`src/rtl/awm_pkg.sv`:
```
// Package of shared definitions for the ADC result window monitor.
// Assumes mode codes are 3 bits wide; the code points are fixed by behaviour.
package awm_pkg;

    localparam int MODE_W = 3;

    // Window mode code points; the codes not listed here are reserved.
    typedef enum logic [MODE_W-1:0] {
        WM_OFF     = 3'b000,
        WM_BELOW   = 3'b001,
        WM_ABOVE   = 3'b010,
        WM_INSIDE  = 3'b011,
        WM_OUTSIDE = 3'b100
    } win_mode_e;

endpackage

```
`src/rtl/awm_align.sv`:
```
// Brings a stored result word back to a right-aligned value.
// Assumes a left-adjusted word carries the value in its top RES_W bits.
module awm_align #(
    parameter int RES_W  = 12,
    parameter int WORD_W = 16
) (
    input  logic [WORD_W-1:0] word_in,
    input  logic              left_adj,
    output logic [RES_W-1:0]  value_out
);

    // Select the value bits according to the adjustment setting.
    always_comb begin
        if (left_adj) begin
            value_out = word_in[WORD_W-1 -: RES_W];
        end else begin
            value_out = word_in[RES_W-1:0];
        end
    end

endmodule

```
`src/rtl/awm_window_eval.sv`:
```
// Decides whether one monitor hits on the current result write.
// Assumes value is already right-aligned; a reserved mode never hits.
module awm_window_eval
    import awm_pkg::*;
#(
    parameter int RES_W = 12,
    parameter int SRC_W = 2
) (
    input  logic               clk,
    input  logic               rst_n,
    input  logic               wr_valid,
    input  logic [SRC_W-1:0]   wr_idx,
    input  logic [RES_W-1:0]   value,
    input  logic [SRC_W-1:0]   src,
    input  logic [MODE_W-1:0]  mode,
    input  logic [RES_W-1:0]   lo,
    input  logic [RES_W-1:0]   hi,
    output logic               hit
);

    logic below_hi;
    logic above_lo;
    logic at_or_below_lo;
    logic at_or_above_hi;
    logic mode_hit;
    logic selected;

    // Threshold comparators shared by all modes.
    always_comb begin
        below_hi       = value <  hi;
        above_lo       = value >  lo;
        at_or_below_lo = value <= lo;
        at_or_above_hi = value >= hi;
    end

    // Mode decode on the comparator outputs.
    always_comb begin
        case (mode)
            WM_BELOW:   mode_hit = below_hi;
            WM_ABOVE:   mode_hit = above_lo;
            WM_INSIDE:  mode_hit = above_lo & below_hi;
            WM_OUTSIDE: mode_hit = at_or_below_lo | at_or_above_hi;
            default:    mode_hit = 1'b0;
        endcase
    end

    // Gate by a write to the watched result register.
    always_comb begin
        selected = wr_valid && (wr_idx == src);
        hit      = selected & mode_hit;
    end

    // a write to another register never produces a hit
    assert_src_gate_R2: assert property (@(posedge clk) disable iff (!rst_n)
        (wr_idx != src) |-> !hit);

    // the disabled mode never hits
    assert_off_silent_R3: assert property (@(posedge clk) disable iff (!rst_n)
        (mode == WM_OFF) |-> !hit);

    // reserved codes never hit
    assert_reserved_silent_R8: assert property (@(posedge clk) disable iff (!rst_n)
        (mode > WM_OUTSIDE) |-> !hit);

    // an inside hit lies strictly within the window
    assert_inside_bounds_R6: assert property (@(posedge clk) disable iff (!rst_n)
        (hit && mode == WM_INSIDE) |-> (value > lo && value < hi));

endmodule

```
`src/rtl/awm_flag.sv`:
```
// Sticky hit flag for one monitor; a set in the same cycle as a clear wins.
// Assumes set and clr are synchronous single-cycle qualifiers.
module awm_flag (
    input  logic clk,
    input  logic rst_n,
    input  logic set,
    input  logic clr,
    output logic flag
);

    // Hold, set or clear the flag, with set taking priority.
    always_ff @(posedge clk) begin
        if (!rst_n) begin
            flag <= 1'b0;
        end else if (set) begin
            flag <= 1'b1;
        end else if (clr) begin
            flag <= 1'b0;
        end
    end

    // a hit shows on the flag after the sampling edge
    assert_set_visible_R10: assert property (@(posedge clk) disable iff (!rst_n)
        set |=> flag);

    // a set flag stays set without a clear
    assert_sticky_R10: assert property (@(posedge clk) disable iff (!rst_n)
        (flag && !clr) |=> flag);

    // a clear without a hit drops the flag
    assert_clear_drops_R11: assert property (@(posedge clk) disable iff (!rst_n)
        (clr && !set) |=> !flag);

endmodule

```
`src/rtl/adc_window_monitor.sv`:
```
// Two-monitor window comparator over ADC result register writes.
// Each monitor follows one result register and sets a sticky flag when a
// new result meets its mode condition. Assumes at most one result write
// per cycle and synchronous, active-low reset.
module adc_window_monitor
    import awm_pkg::*;
#(
    parameter int NUM_SRC = 4,
    parameter int NUM_MON = 2,
    parameter int RES_W   = 12,
    parameter int WORD_W  = 16,
    localparam int SRC_W  = (NUM_SRC > 1) ? $clog2(NUM_SRC) : 1
) (
    input  logic                        clk,
    input  logic                        rst_n,
    input  logic                        res_wr_valid,
    input  logic [SRC_W-1:0]            res_wr_idx,
    input  logic [WORD_W-1:0]           res_wr_data,
    input  logic                        res_left_adj,
    input  logic [NUM_MON*SRC_W-1:0]    mon_src,
    input  logic [NUM_MON*MODE_W-1:0]   mon_mode,
    input  logic [NUM_MON*RES_W-1:0]    mon_hi,
    input  logic [NUM_MON*RES_W-1:0]    mon_lo,
    input  logic [NUM_MON-1:0]          flag_clr,
    output logic [NUM_MON-1:0]          win_flag
);

    logic [RES_W-1:0]   aligned;
    logic [NUM_MON-1:0] hit;

    awm_align #(.RES_W(RES_W), .WORD_W(WORD_W)) align_i (
        .word_in  (res_wr_data),
        .left_adj (res_left_adj),
        .value_out(aligned)
    );

    // One evaluator and one flag per monitor.
    for (genvar m = 0; m < NUM_MON; m++) begin : g_mon
        awm_window_eval #(.RES_W(RES_W), .SRC_W(SRC_W)) eval_i (
            .clk     (clk),
            .rst_n   (rst_n),
            .wr_valid(res_wr_valid),
            .wr_idx  (res_wr_idx),
            .value   (aligned),
            .src     (mon_src[m*SRC_W +: SRC_W]),
            .mode    (mon_mode[m*MODE_W +: MODE_W]),
            .lo      (mon_lo[m*RES_W +: RES_W]),
            .hi      (mon_hi[m*RES_W +: RES_W]),
            .hit     (hit[m])
        );

        awm_flag flag_i (
            .clk  (clk),
            .rst_n(rst_n),
            .set  (hit[m]),
            .clr  (flag_clr[m]),
            .flag (win_flag[m])
        );

        // no write and no clear leaves the flag unchanged
        assert_quiet_hold_R12: assert property (@(posedge clk) disable iff (!rst_n)
            (!res_wr_valid && !flag_clr[m]) |=> $stable(win_flag[m]));
    end

    // flags read zero in the cycle after reset
    assert_reset_clear_R3: assert property (@(posedge clk)
        !rst_n |=> (win_flag == '0));

endmodule

```
`config.mk`:
```
export PLATFORM = sky130hd
export DESIGN_NAME = adc_window_monitor
export DESIGN_NICKNAME = d
export VERILOG_FILES = /design/src/rtl/awm_pkg.sv /design/src/rtl/awm_align.sv /design/src/rtl/awm_window_eval.sv /design/src/rtl/awm_flag.sv /design/src/rtl/adc_window_monitor.sv
export SDC_FILE = /design/constraint.sdc
export NUM_CORES = 1
export LEC_CHECK = 0
export BUFFER_PORTS_ARGS = -buffer_cell sky130_fd_sc_hd__buf_2
export CAP_MARGIN = 0
export CORE_MARGIN = 5
export CORE_UTILIZATION = 46
export CTS_BUF_LIST = sky130_fd_sc_hd__clkbuf_16
export DETAILED_ROUTE_END_ITERATION = 8
export GPL_TIMING_DRIVEN = 0
export PLACE_DENSITY = 0.82
export SETUP_SLACK_MARGIN = 0.02
export SLEW_MARGIN = 20
export SYNTH_ARGS = -nofsm -noshare
export SYNTH_HDL_FRONTEND = slang
export SYNTH_SLANG_ARGS = --single-unit
```
`constraint.sdc`:
```
create_clock -name clk -period 3.15 [get_ports clk]
set_input_delay 0.63 -clock clk [delete_from_list [all_inputs] [get_ports clk]]
set_output_delay 0.63 -clock clk [all_outputs]
set_load 0.02 [all_outputs]
```
==> results.ini, run 1 <==
[status]
run_status = complete, no violations

[sta]
final_min_period_over_clock_period_pct = 91.7
final_layout_setup_total_negative_slack_ns = 0
hold_violations = 0
timing_worst_slew_pin_value_ns = 0.448
fmaxAchievable_ghz = 0.346
timing.final.max_slew_violations = 0
final-setup-viol-count = 0
final.setup_skew_ns = 0
unrepaired_setup_endpoints_after_global_routing = no
timing.final.crit_period_ns = 2.89
relSlewSlack_pct = 69.2
setup_ws_post_layout_ns = 0.263

[final_layout]
filler_cell_count = 328
largest_reg_flops = 2
area_growth_from_synthesis_to_final_layout_pct = 34.4
multi_input_area_sq_mm = 0.00135
nNetsFinal = 422
final_cell_mix = buf_2, ha_1, inv_1
diodes = 0
post_layout_instance_count_excluding_filler_cells = 336
design_area_sq_mm = 0.00213
regArea_sq_um = 40.0
final_common_cell = buf_2
registers.top_by_ff_count = g_mon.flag_i.flag
drive_gt1_share_pct = 35.9
biggestRegsByFlops = g_mon.flag_i.flag: 2 flops
utilization_pct = 63.7

[routing]
viasPerCell = 5.08
via_count_of_the_routed_design = 1706
detail_route.wl_per_cell_microns = 12.5
drc = 0
drt_first_pass_iters = 4
drtAntennaViolNets = 0
drtIter0Drc = 74
drt-total-wl_microns = 4210

[job]
max_cap_viol_count = 0

[critical_path]
critical-path-top-delay-family = compound AO/OA/AOI/OAI gates
worst_stage_delay_on_the_critical_path_ns = 0.43
setup.worst_path.start_class = primary input
critical_path.reg2reg.endpoint = g_mon[1].flag_i.flag$_SDFFE_PN0P_
critical_path_arrival_ns = 2.98
worstSetupPathType = primary input to register
setup.worst_path.end_class = register
critPathBufInv = 1
critPathLaunch = res_left_adj
regToRegStartpoint = g_mon[1].flag_i.flag$_SDFFE_PN0P_
rr_worst_depth = 3
crit_path_cell_trace = buf_2 > mux2_2 > ha_1 > nand4_1 > nor3_2 > o31ai_1 > a32oi_1 > a311oi_1 > o311a_1
regToRegSetupSlack_ns = 2.28
cp.required_ns = 3.25
cp_max_fo = 12
cpMaxStageDelayCell = mux2_2

[logic_synthesis]
post_synthesis_cell_area_sq_mm = 0.00158
synth-seq-area-share_pct = 2.53
ys_async_sr_fraction_pct = 0
postSynthAreaPerCell_sq_um = 7.71
synth_enable_flop_cells = 0
synth_flop_cell = dfxtp_1
synth_warnings = 0
synth.lib_cells_used.distinct = 42
cells_after_synth = 205
synth_fp_nets = 335
ys_ff_latch = 2

[die]
design.core.area_sq_mm = 0.00334
design.die.area_sq_mm = 0.00471
core.rowCount = 21
dieWidth_microns = 68.6
effective_utilization_at_floorplan_pct = 47.4
die_height_microns = 68.6
ios = 84

[placed_design]
portBuffers = 83
pre_cts_slack_ns = -0.265
numPlacedInstances = 334
gp_congestion = 0.902
detailed_place.area_sq_mm = 0.00205
hpwl_microns = 3890

[clocking]
root_buffer = clkbuf_16
insertion_delay_ns = 0.22
cts.reportedPaths.clkPinSlew_ns = 0.03
post_cts_buffers = 0
cts.path.max_buffers = 2
numClockSinks = 2
h-tree-depth = 1
numCtsBuffers = 3
tritoncts = done

[global_route]
grt_start_max_net_pins = 13
grt.overflow.total = 0
grt_pass1_wl_microns = 6400
groute.usage.overall_pct = 17.6
grt_pass1_vias = 1626
antenna_found_initial = 0

[pwr]
power_density_mw_per_mm2 = 229
leakage_nw = 1.28
power.ir.vdd_worst_mv = 0.403

[hold_path]
hold_path.startpoint = g_mon[0].flag_i.flag$_SDFFE_PN0P_
hold_depth = 2
hold-path-endpoint = g_mon[0].flag_i.flag$_SDFFE_PN0P_
path_type_of_the_worst_min_delay_path = register to register

==> stage by stage <==
stage               power, mW  hold WS, ns
global route            0.533        0.567
detailed placement      0.300        0.541
finish                  0.486        0.541
floorplan               0.203        0.509
CTS                     0.491        0.544
global placement        0.292        0.533
==> Yosys cell counts (2+ instances only) <==
master    instances  share of area (%)
nand2b_1          3                1.2
nor2_1            2               0.47
nand4_1          10                4.0
xor2_1            2                1.1
inv_1            47                 11
nand3_1           5                1.6
a211oi_1          2               0.95
o21ai_0           2               0.63
a21o_1            6                2.8
o211ai_2          2                1.6
buf_4             2               0.95
a21oi_1          16                5.1
xnor2_1           2                1.1
a311oi_1          2                1.1
dfxtp_1           2                2.5
ha_1             48                 38
nor2b_1           6                2.4
mux2_2           11                7.8
o211ai_1          2               0.95
or4_1             2               0.95
nor3_1            4                1.3
nand2_1           7                1.7
==> area by class of cell <==
cell class	count	share of cell area, %
Inverter	47	8.30
Clock buffer	3	3.53
Tap cell	46	2.71
Multi-Input combinational cell	153	63.3
Buffer	2	0.706
Timing Repair Buffer	83	19.5
Sequential cell	2	1.88
==> report_power, final <==
part           switching (mW)  internal (mW)
sequential           0.000327         0.0263
clock                  0.0253          0.161
combinational           0.136          0.137
==> kinds of logic (layout without fill, tap and decap cells) <==
| family | Yosys count | after routing | synth area share, % |
|---|---|---|---|
| muxes | 12 | 12 | 8.47 |
| AOI/OAI and AO/OA | 45 | 45 | 20.7 |
| buffers and inverters | 50 | 135 | 12.3 |
| and+or+nand+nor | 44 | 44 | 15.7 |
| xor gates and xnor gates | 4 | 4 | 2.22 |
| adders and majority gates | 48 | 48 | 38.0 |
| DFF | 2 | 2 | 2.53 |
==> worst min-delay path, delay by kind of cell, from the launching register on <==
family | cells | cell delay [ns]
AND/OR/NAND/NOR | 1 | 0.13
AO/OA/AOI/OAI | 1 | 0.07
flip-flops | 1 | 0.30
==> how the worst max path moves through the flow <==
stage | to | slack [ns] | cells past startpoint
2_1_floorplan | g_mon[1].flag_i.flag$_SDFFE_PN0P_ | 0.28 | 9
3_3_place_gp | g_mon[1].flag_i.flag$_SDFFE_PN0P_ | -0.20 | 10
3_5_place_dp | g_mon[1].flag_i.flag$_SDFFE_PN0P_ | -0.27 | 10
4_1_cts | g_mon[1].flag_i.flag$_SDFFE_PN0P_ | 0.27 | 9
5_1_grt | g_mon[1].flag_i.flag$_SDFFE_PN0P_ | 0.13 | 9
6_report | g_mon[1].flag_i.flag$_SDFFE_PN0P_ | 0.26 | 9
==> what timing repair did <==
action | 4_1_cts | 5_1_grt
resized for setup | 0 | 0
hold buffers | 0 | 0
endpoints found under the setup margin | 1 | 0
==> metal layers <==
layer / GRT usage, % / vias to the layer above / share of wire [%]
li1: - / 916 / -
met5: 0 / - / 0
met2: 35.2 / 53 / 50
met3: 2.76 / 0 / 7.5
met4: 0.744 / 0 / 0
met1: 20.1 / 737 / 43
Power figures use the tool's default switching activity.
==> run 2: changes to the inputs <==
PLACE_DENSITY = unset   (was 0.82)
PLACE_DENSITY_LB_ADDON = 0.15   (was unset)
==> run 2 against run 1 <==
  * Count of clock-buffer cells in the layout stayed put
  * Largest cell class unchanged
  * Combinational power hardly changed
  * Largest power group unchanged
  * Utilization stayed put
  * Register-to-register slack hardly changed
  * Worst setup slack better by 0.083 ns
  * Clock skew stayed put
  * Flip-flop and latch count stayed put
  * Power is 1.1% higher
  * Wire length hardly changed
==> results.ini, run 2 (synthesized netlist as in run 1, its figures left out) <==
[critical_path]
crit_path_cell_trace = buf_2 > mux2_2 > ha_1 > nand4_1 > nor3_2 > o31ai_1 > a32oi_1 > a311oi_1 > o311a_1  ; unchanged
critPathLaunch = res_left_adj  ; unchanged
cpMaxStageDelayCell = mux2_2  ; unchanged
regToRegSetupSlack_ns = 2.28  ; about the same
critPathBufInv = 1  ; unchanged
worst_stage_delay_on_the_critical_path_ns = 0.43  ; about the same
setup.worst_path.start_class = primary input  ; unchanged
critPathCapture = g_mon[1].flag_i.flag$_SDFFE_PN0P_  ; unchanged
cp_max_fo = 12  ; unchanged
critical_path.reg2reg.endpoint = g_mon[1].flag_i.flag$_SDFFE_PN0P_  ; unchanged
setup.worst_path.end_class = register  ; unchanged
regToRegStartpoint = g_mon[1].flag_i.flag$_SDFFE_PN0P_  ; unchanged
critical-path-top-delay-family = compound AO/OA/AOI/OAI gates  ; unchanged
rr_worst_depth = 3  ; unchanged
critical_path_arrival_ns = 2.91  ; was 2.98 ns
instance_count_on_the_critical_path = 9  ; unchanged
worstSetupPathType = primary input to register  ; unchanged
cp.required_ns = 3.25  ; about the same

[clocking]
cts.path.max_buffers = 2  ; unchanged
root_buffer = clkbuf_16  ; unchanged
cts.reportedPaths.clkPinSlew_ns = 0.03  ; about the same
numClockSinks = 2  ; unchanged
tritoncts = done  ; unchanged
numCtsBuffers = 3  ; unchanged
insertion_delay_ns = 0.22  ; about the same
h-tree-depth = 1  ; unchanged

[pwr]
total_power_uw = 492  ; was 486 uW
power_density_mw_per_mm2 = 231  ; was 229 mW/mm^2
leakage_nw = 1.28  ; unchanged
power.ir.vdd_worst_mv = 0.383  ; was 0.403 mV

[routing]
drc = 0  ; unchanged
drt_first_pass_iters = 4  ; unchanged
drt-total-wl_microns = 4220  ; was 4210 microns
via_count_of_the_routed_design = 1703  ; was 1706
viasPerCell = 5.07  ; was 5.08
drtIter0Drc = 53  ; was 74
detail_route.wl_per_cell_microns = 12.5  ; about the same
drtAntennaViolNets = 0  ; unchanged

[hold_path]
path_type_of_the_worst_min_delay_path = register to register  ; unchanged
hold_depth = 2  ; unchanged
hold_path.startpoint = g_mon[0].flag_i.flag$_SDFFE_PN0P_  ; unchanged

[global_route]
antenna_found_initial = 0  ; unchanged
grt_pass1_vias = 1575  ; was 1626
grt_pass1_wl_microns = 6400  ; unchanged
groute.usage.overall_pct = 17.9  ; was 17.6%
grt.overflow.total = 0  ; unchanged
grt_start_max_net_pins = 11  ; was 13

[die]
design.core.area_sq_mm = 0.00334  ; unchanged
effective_utilization_at_floorplan_pct = 47.4  ; unchanged
die_height_microns = 68.6  ; unchanged
ios = 84  ; unchanged
design.die.area_sq_mm = 0.00471  ; unchanged
dieWidth_microns = 68.6  ; unchanged
core.rowCount = 21  ; unchanged

[final_layout]
multi_input_area_sq_mm = 0.00135  ; unchanged
final_common_cell = buf_2  ; unchanged
regArea_sq_um = 40.0  ; unchanged
utilization_pct = 63.7  ; unchanged
filler_cell_count = 318  ; was 328
area_growth_from_synthesis_to_final_layout_pct = 34.4  ; unchanged
largest_reg_flops = 2  ; unchanged
drive_gt1_share_pct = 35.9  ; unchanged
diodes = 0  ; unchanged
nNetsFinal = 422  ; unchanged
post_layout_instance_count_excluding_filler_cells = 336  ; unchanged
final_cell_mix = buf_2, ha_1, inv_1  ; unchanged
biggestRegsByFlops = g_mon.flag_i.flag: 2 flops  ; unchanged
registers.top_by_ff_count = g_mon.flag_i.flag  ; unchanged

[placed_design]
gp_congestion = 0.859  ; was 0.902
portBuffers = 83  ; unchanged
pre_cts_slack_ns = -0.207  ; was -0.265 ns
hpwl_microns = 3810  ; was 3890 microns
numPlacedInstances = 334  ; unchanged

[sta]
final.setup_skew_ns = 0  ; unchanged
setup_ws_post_layout_ns = 0.346  ; was 0.263 ns
timing.final.max_slew_violations = 0  ; unchanged
unrepaired_setup_endpoints_after_global_routing = no  ; unchanged
final-setup-viol-count = 0  ; unchanged
timing.final.crit_period_ns = 2.80  ; was 2.89 ns
fmaxAchievable_ghz = 0.357  ; was 0.346 GHz
relSlewSlack_pct = 65.5  ; was 69.2%
hold_violations = 0  ; unchanged
whs_ns = 0.547  ; was 0.541 ns
final_min_period_over_clock_period_pct = 89.0  ; was 91.7%
timing_worst_slew_pin_value_ns = 0.503  ; was 0.448 ns

[job]
max_cap_viol_count = 0  ; unchanged

[status]
run_status = complete, no violations  ; unchanged

[run 2: final cells by class]
| type | instances | area share (%) |
|---|---|---|
| sequential | 2 | 1.88 |
| timing repair buffer | 83 | 19.5 |
| inverter | 47 | 8.30 |
| tap | 46 | 2.71 |
| clock buffer | 3 | 3.53 |
| multi-input combinational | 153 | 63.3 |
| buffer | 2 | 0.706 |
[run 2: repair_timing]
item,CTS,global route
buffers inserted,0,0
hold buffers,0,0
setup endpoints to repair,0,1
gates resized for setup,0,0
[run 2: power breakdown]
group	internal (mW)	leakage (nW)	switching, mW
combinational	0.137	1.22	0.136
sequential	0.0263	0.0162	0.000332
clock	0.162	0.0370	0.0299
[run 2: worst min path at each step]
stage	end
detailed placement	g_mon[0].flag_i.flag$_SDFFE_PN0P_
global route	g_mon[0].flag_i.flag$_SDFFE_PN0P_
CTS	g_mon[0].flag_i.flag$_SDFFE_PN0P_
global placement	g_mon[0].flag_i.flag$_SDFFE_PN0P_
floorplan	g_mon[0].flag_i.flag$_SDFFE_PN0P_
finish	g_mon[0].flag_i.flag$_SDFFE_PN0P_
[run 2: tightest hold or removal path, cell delays in order, from the launching register on]
cell and delay, ns:
dfxtp_1 0.30, nand3b_1 0.13, a2bb2oi_2 0.07
[run 2: metrics by stage]
| stage | area, sq um | setup TNS (ns) |
|---|---|---|
| final | 2130 | 0 |
| after global routing | 2130 | 0 |
| after CTS | 2130 | 0 |
| after detailed placement | 2050 | -0.211 |
| after global placement | 2050 | -0.154 |
| after floorplan | 1580 | 0 |
[run 2: metal layers]
| layer | track usage, % | vias up | wire length [microns] |
|---|---|---|---|
| li1 | - | 912 | - |
| met1 | 23.1 | 729 | 2010 |
| met5 | 0 | - | 0 |
| met2 | 31.0 | 60 | 1820 |
| met3 | 2.76 | 2 | 354 |
| met4 | 3.72 | 0 | 27 |
==> run 3: changes to the inputs <==
GPL_TIMING_DRIVEN = unset   (was 0)
SKIP_LAST_GASP = 1   (was unset)
==> run 3 against run 2 <==
  * Sequential power barely moved
  * Maximum frequency rose by 2.6%
  * Flip-flop and latch count did not move
  * Clock power barely moved
  * Combinational power barely moved
  * Global-route usage rose by 0.97 points
  * Wire length rose by 3.2%
  * Power rose by 0.56%
  * Design area fell by 0.35%
  * Via count rose by 1.4%
  * Sequential share of layout area barely moved
==> results.ini, run 3 (synthesized netlist as in run 1, its figures left out) <==
[global_route]
grt_start_max_net_pins = 13  ; was 11
met2_usage_pct = 33.0  ; was 31.0%
grt.overflow.total = 0  ; unchanged
grt_pass1_wl_microns = 6900  ; was 6400 microns
grt_most_used_layer = met2  ; unchanged
grt_pass1_vias = 1669  ; was 1575
groute.usage.overall_pct = 18.9  ; was 17.9%
antenna_found_initial = 0  ; unchanged
grt_util_met1_pct = 24.6  ; was 23.1%
gr_met3_demand_resource_pct = 2.11  ; was 2.76%

[final_layout]
registers.top_by_ff_count = g_mon.flag_i.flag  ; unchanged
area_growth_from_synthesis_to_final_layout_pct = 33.9  ; was 34.4%
final_cell_mix = buf_2, ha_1, inv_1  ; unchanged
post_layout_instance_count_excluding_filler_cells = 335  ; was 336
utilization_pct = 63.5  ; was 63.7%
final_common_cell = buf_2  ; unchanged
regArea_sq_um = 40.0  ; unchanged
largest_reg_flops = 2  ; unchanged
multi_input_area_sq_mm = 0.00135  ; unchanged
filler_cell_count = 331  ; was 318
design_area_sq_mm = 0.00212  ; was 0.00213 sq mm
diodes = 0  ; unchanged
biggestRegsByFlops = g_mon.flag_i.flag: 2 flops  ; unchanged
drive_gt1_share_pct = 35.6  ; was 35.9%
nNetsFinal = 421  ; was 422

[critical_path]
cp_max_fo = 12  ; unchanged
cp.required_ns = 3.26  ; was 3.25 ns
regToRegStartpoint = g_mon[1].flag_i.flag$_SDFFE_PN0P_  ; unchanged
worst_stage_delay_on_the_critical_path_ns = 0.41  ; was 0.43 ns
critPathBufInv = 1  ; unchanged
cpMaxStageDelayCell = mux2_2  ; unchanged
worstSetupPathType = primary input to register  ; unchanged
critPathLaunch = res_left_adj  ; unchanged
critical_path_arrival_ns = 2.84  ; was 2.91 ns
crit_path_cell_trace = buf_2 > mux2_2 > ha_1 > nand4_1 > nor3_2 > o31ai_1 > a32oi_1 > a311oi_1 > o311a_1  ; unchanged
setup.worst_path.start_class = primary input  ; unchanged
setup.worst_path.end_class = register  ; unchanged
critical-path-top-delay-family = compound AO/OA/AOI/OAI gates  ; unchanged

[placed_design]
portBuffers = 83  ; unchanged
numPlacedInstances = 332  ; was 334
detailed_place.area_sq_mm = 0.00204  ; was 0.00205 sq mm
hpwl_microns = 4030  ; was 3810 microns
gp_congestion = 0.808  ; was 0.859

[routing]
viasPerCell = 5.16  ; was 5.07
drc = 0  ; unchanged
drt-total-wl_microns = 4350  ; was 4220 microns
detail_route.wl_per_cell_microns = 13.0  ; was 12.5 microns
drtIter0Drc = 69  ; was 53
drt_first_pass_iters = 4  ; unchanged
drtAntennaViolNets = 0  ; unchanged
via_count_of_the_routed_design = 1727  ; was 1703

[sta]
final.setup_skew_ns = 0  ; unchanged
timing.final.max_slew_violations = 0  ; unchanged
hold_violations = 0  ; unchanged
fmaxAchievable_ghz = 0.366  ; was 0.357 GHz
whs_ns = 0.567  ; was 0.547 ns
unrepaired_setup_endpoints_after_global_routing = no  ; unchanged
relSlewSlack_pct = 76.2  ; was 65.5%
final_layout_setup_total_negative_slack_ns = 0  ; unchanged
final_min_period_over_clock_period_pct = 86.8  ; was 89.0%
timing.final.crit_period_ns = 2.73  ; was 2.80 ns
timing_worst_slew_pin_value_ns = 0.348  ; was 0.503 ns
final-setup-viol-count = 0  ; unchanged

[die]
design.die.area_sq_mm = 0.00471  ; unchanged
ios = 84  ; unchanged
dieWidth_microns = 68.6  ; unchanged
design.core.area_sq_mm = 0.00334  ; unchanged
die_height_microns = 68.6  ; unchanged
core.rowCount = 21  ; unchanged
effective_utilization_at_floorplan_pct = 47.4  ; unchanged

[clocking]
h-tree-depth = 1  ; unchanged
cts.reportedPaths.clkPinSlew_ns = 0.03  ; about the same
cts.path.max_buffers = 2  ; unchanged
numClockSinks = 2  ; unchanged
insertion_delay_ns = 0.22  ; about the same
cts_repair_resize_count = 0  ; unchanged
post_cts_buffers = 0  ; unchanged
post_cts_hold_buffer_count = 0  ; unchanged
root_buffer = clkbuf_16  ; unchanged
numCtsBuffers = 3  ; unchanged
tritoncts = done  ; unchanged

[pwr]
power_density_mw_per_mm2 = 233  ; was 231 mW/mm^2
power.ir.vdd_worst_mv = 0.294  ; was 0.383 mV
leakage_nw = 1.27  ; was 1.28 nW

[status]
run_status = complete, no violations  ; unchanged

[job]
max_cap_viol_count = 0  ; unchanged

[hold_path]
hold_path.startpoint = g_mon[0].flag_i.flag$_SDFFE_PN0P_  ; unchanged
path_type_of_the_worst_min_delay_path = register to register  ; unchanged

run 3: final timing paths:
check        cells past startpoint                                 to  slack (ns)
max                              9  g_mon[1].flag_i.flag$_SDFFE_PN0P_        0.42
min                              2  g_mon[0].flag_i.flag$_SDFFE_PN0P_        0.57
max reg2reg                      3  g_mon[1].flag_i.flag$_SDFFE_PN0P_        2.26
min reg2reg                      2  g_mon[0].flag_i.flag$_SDFFE_PN0P_        0.57
run 3: metrics by stage:
step	setup slack, ns	power (mW)
2_1_floorplan	0.278	0.203
6_report	0.415	0.495
3_3_place_gp	0.239	0.298
3_5_place_dp	0.199	0.302
4_1_cts	0.422	0.498
5_1_grt	0.295	0.539
run 3: area by class of cell:
class	count	area share [%]
timing repair buffer	84	20.0
clock buffer	3	3.54
multi-input combinational	153	63.6
tap	46	2.72
inverter	47	8.33
sequential	2	1.89
run 3: per-layer routing:
layer	wire length, microns	up-vias
met2	1940	70
met1	1980	741
met3	407	3
met4	25	0
met5	0	-
li1	-	913
run 3: worst min-delay path: stages, from the launching register on:
cell,delay [ns]
dfxtp_1,0.30
nand3b_1,0.14
a2bb2oi_2,0.07
run 3: report_power, final:
part           leakage [nW]  internal [mW]  switching [mW]
Combinational          1.22          0.138           0.137
Sequential           0.0162         0.0263        0.000411
Clock                0.0370          0.162          0.0309
Total                  1.27          0.326           0.168
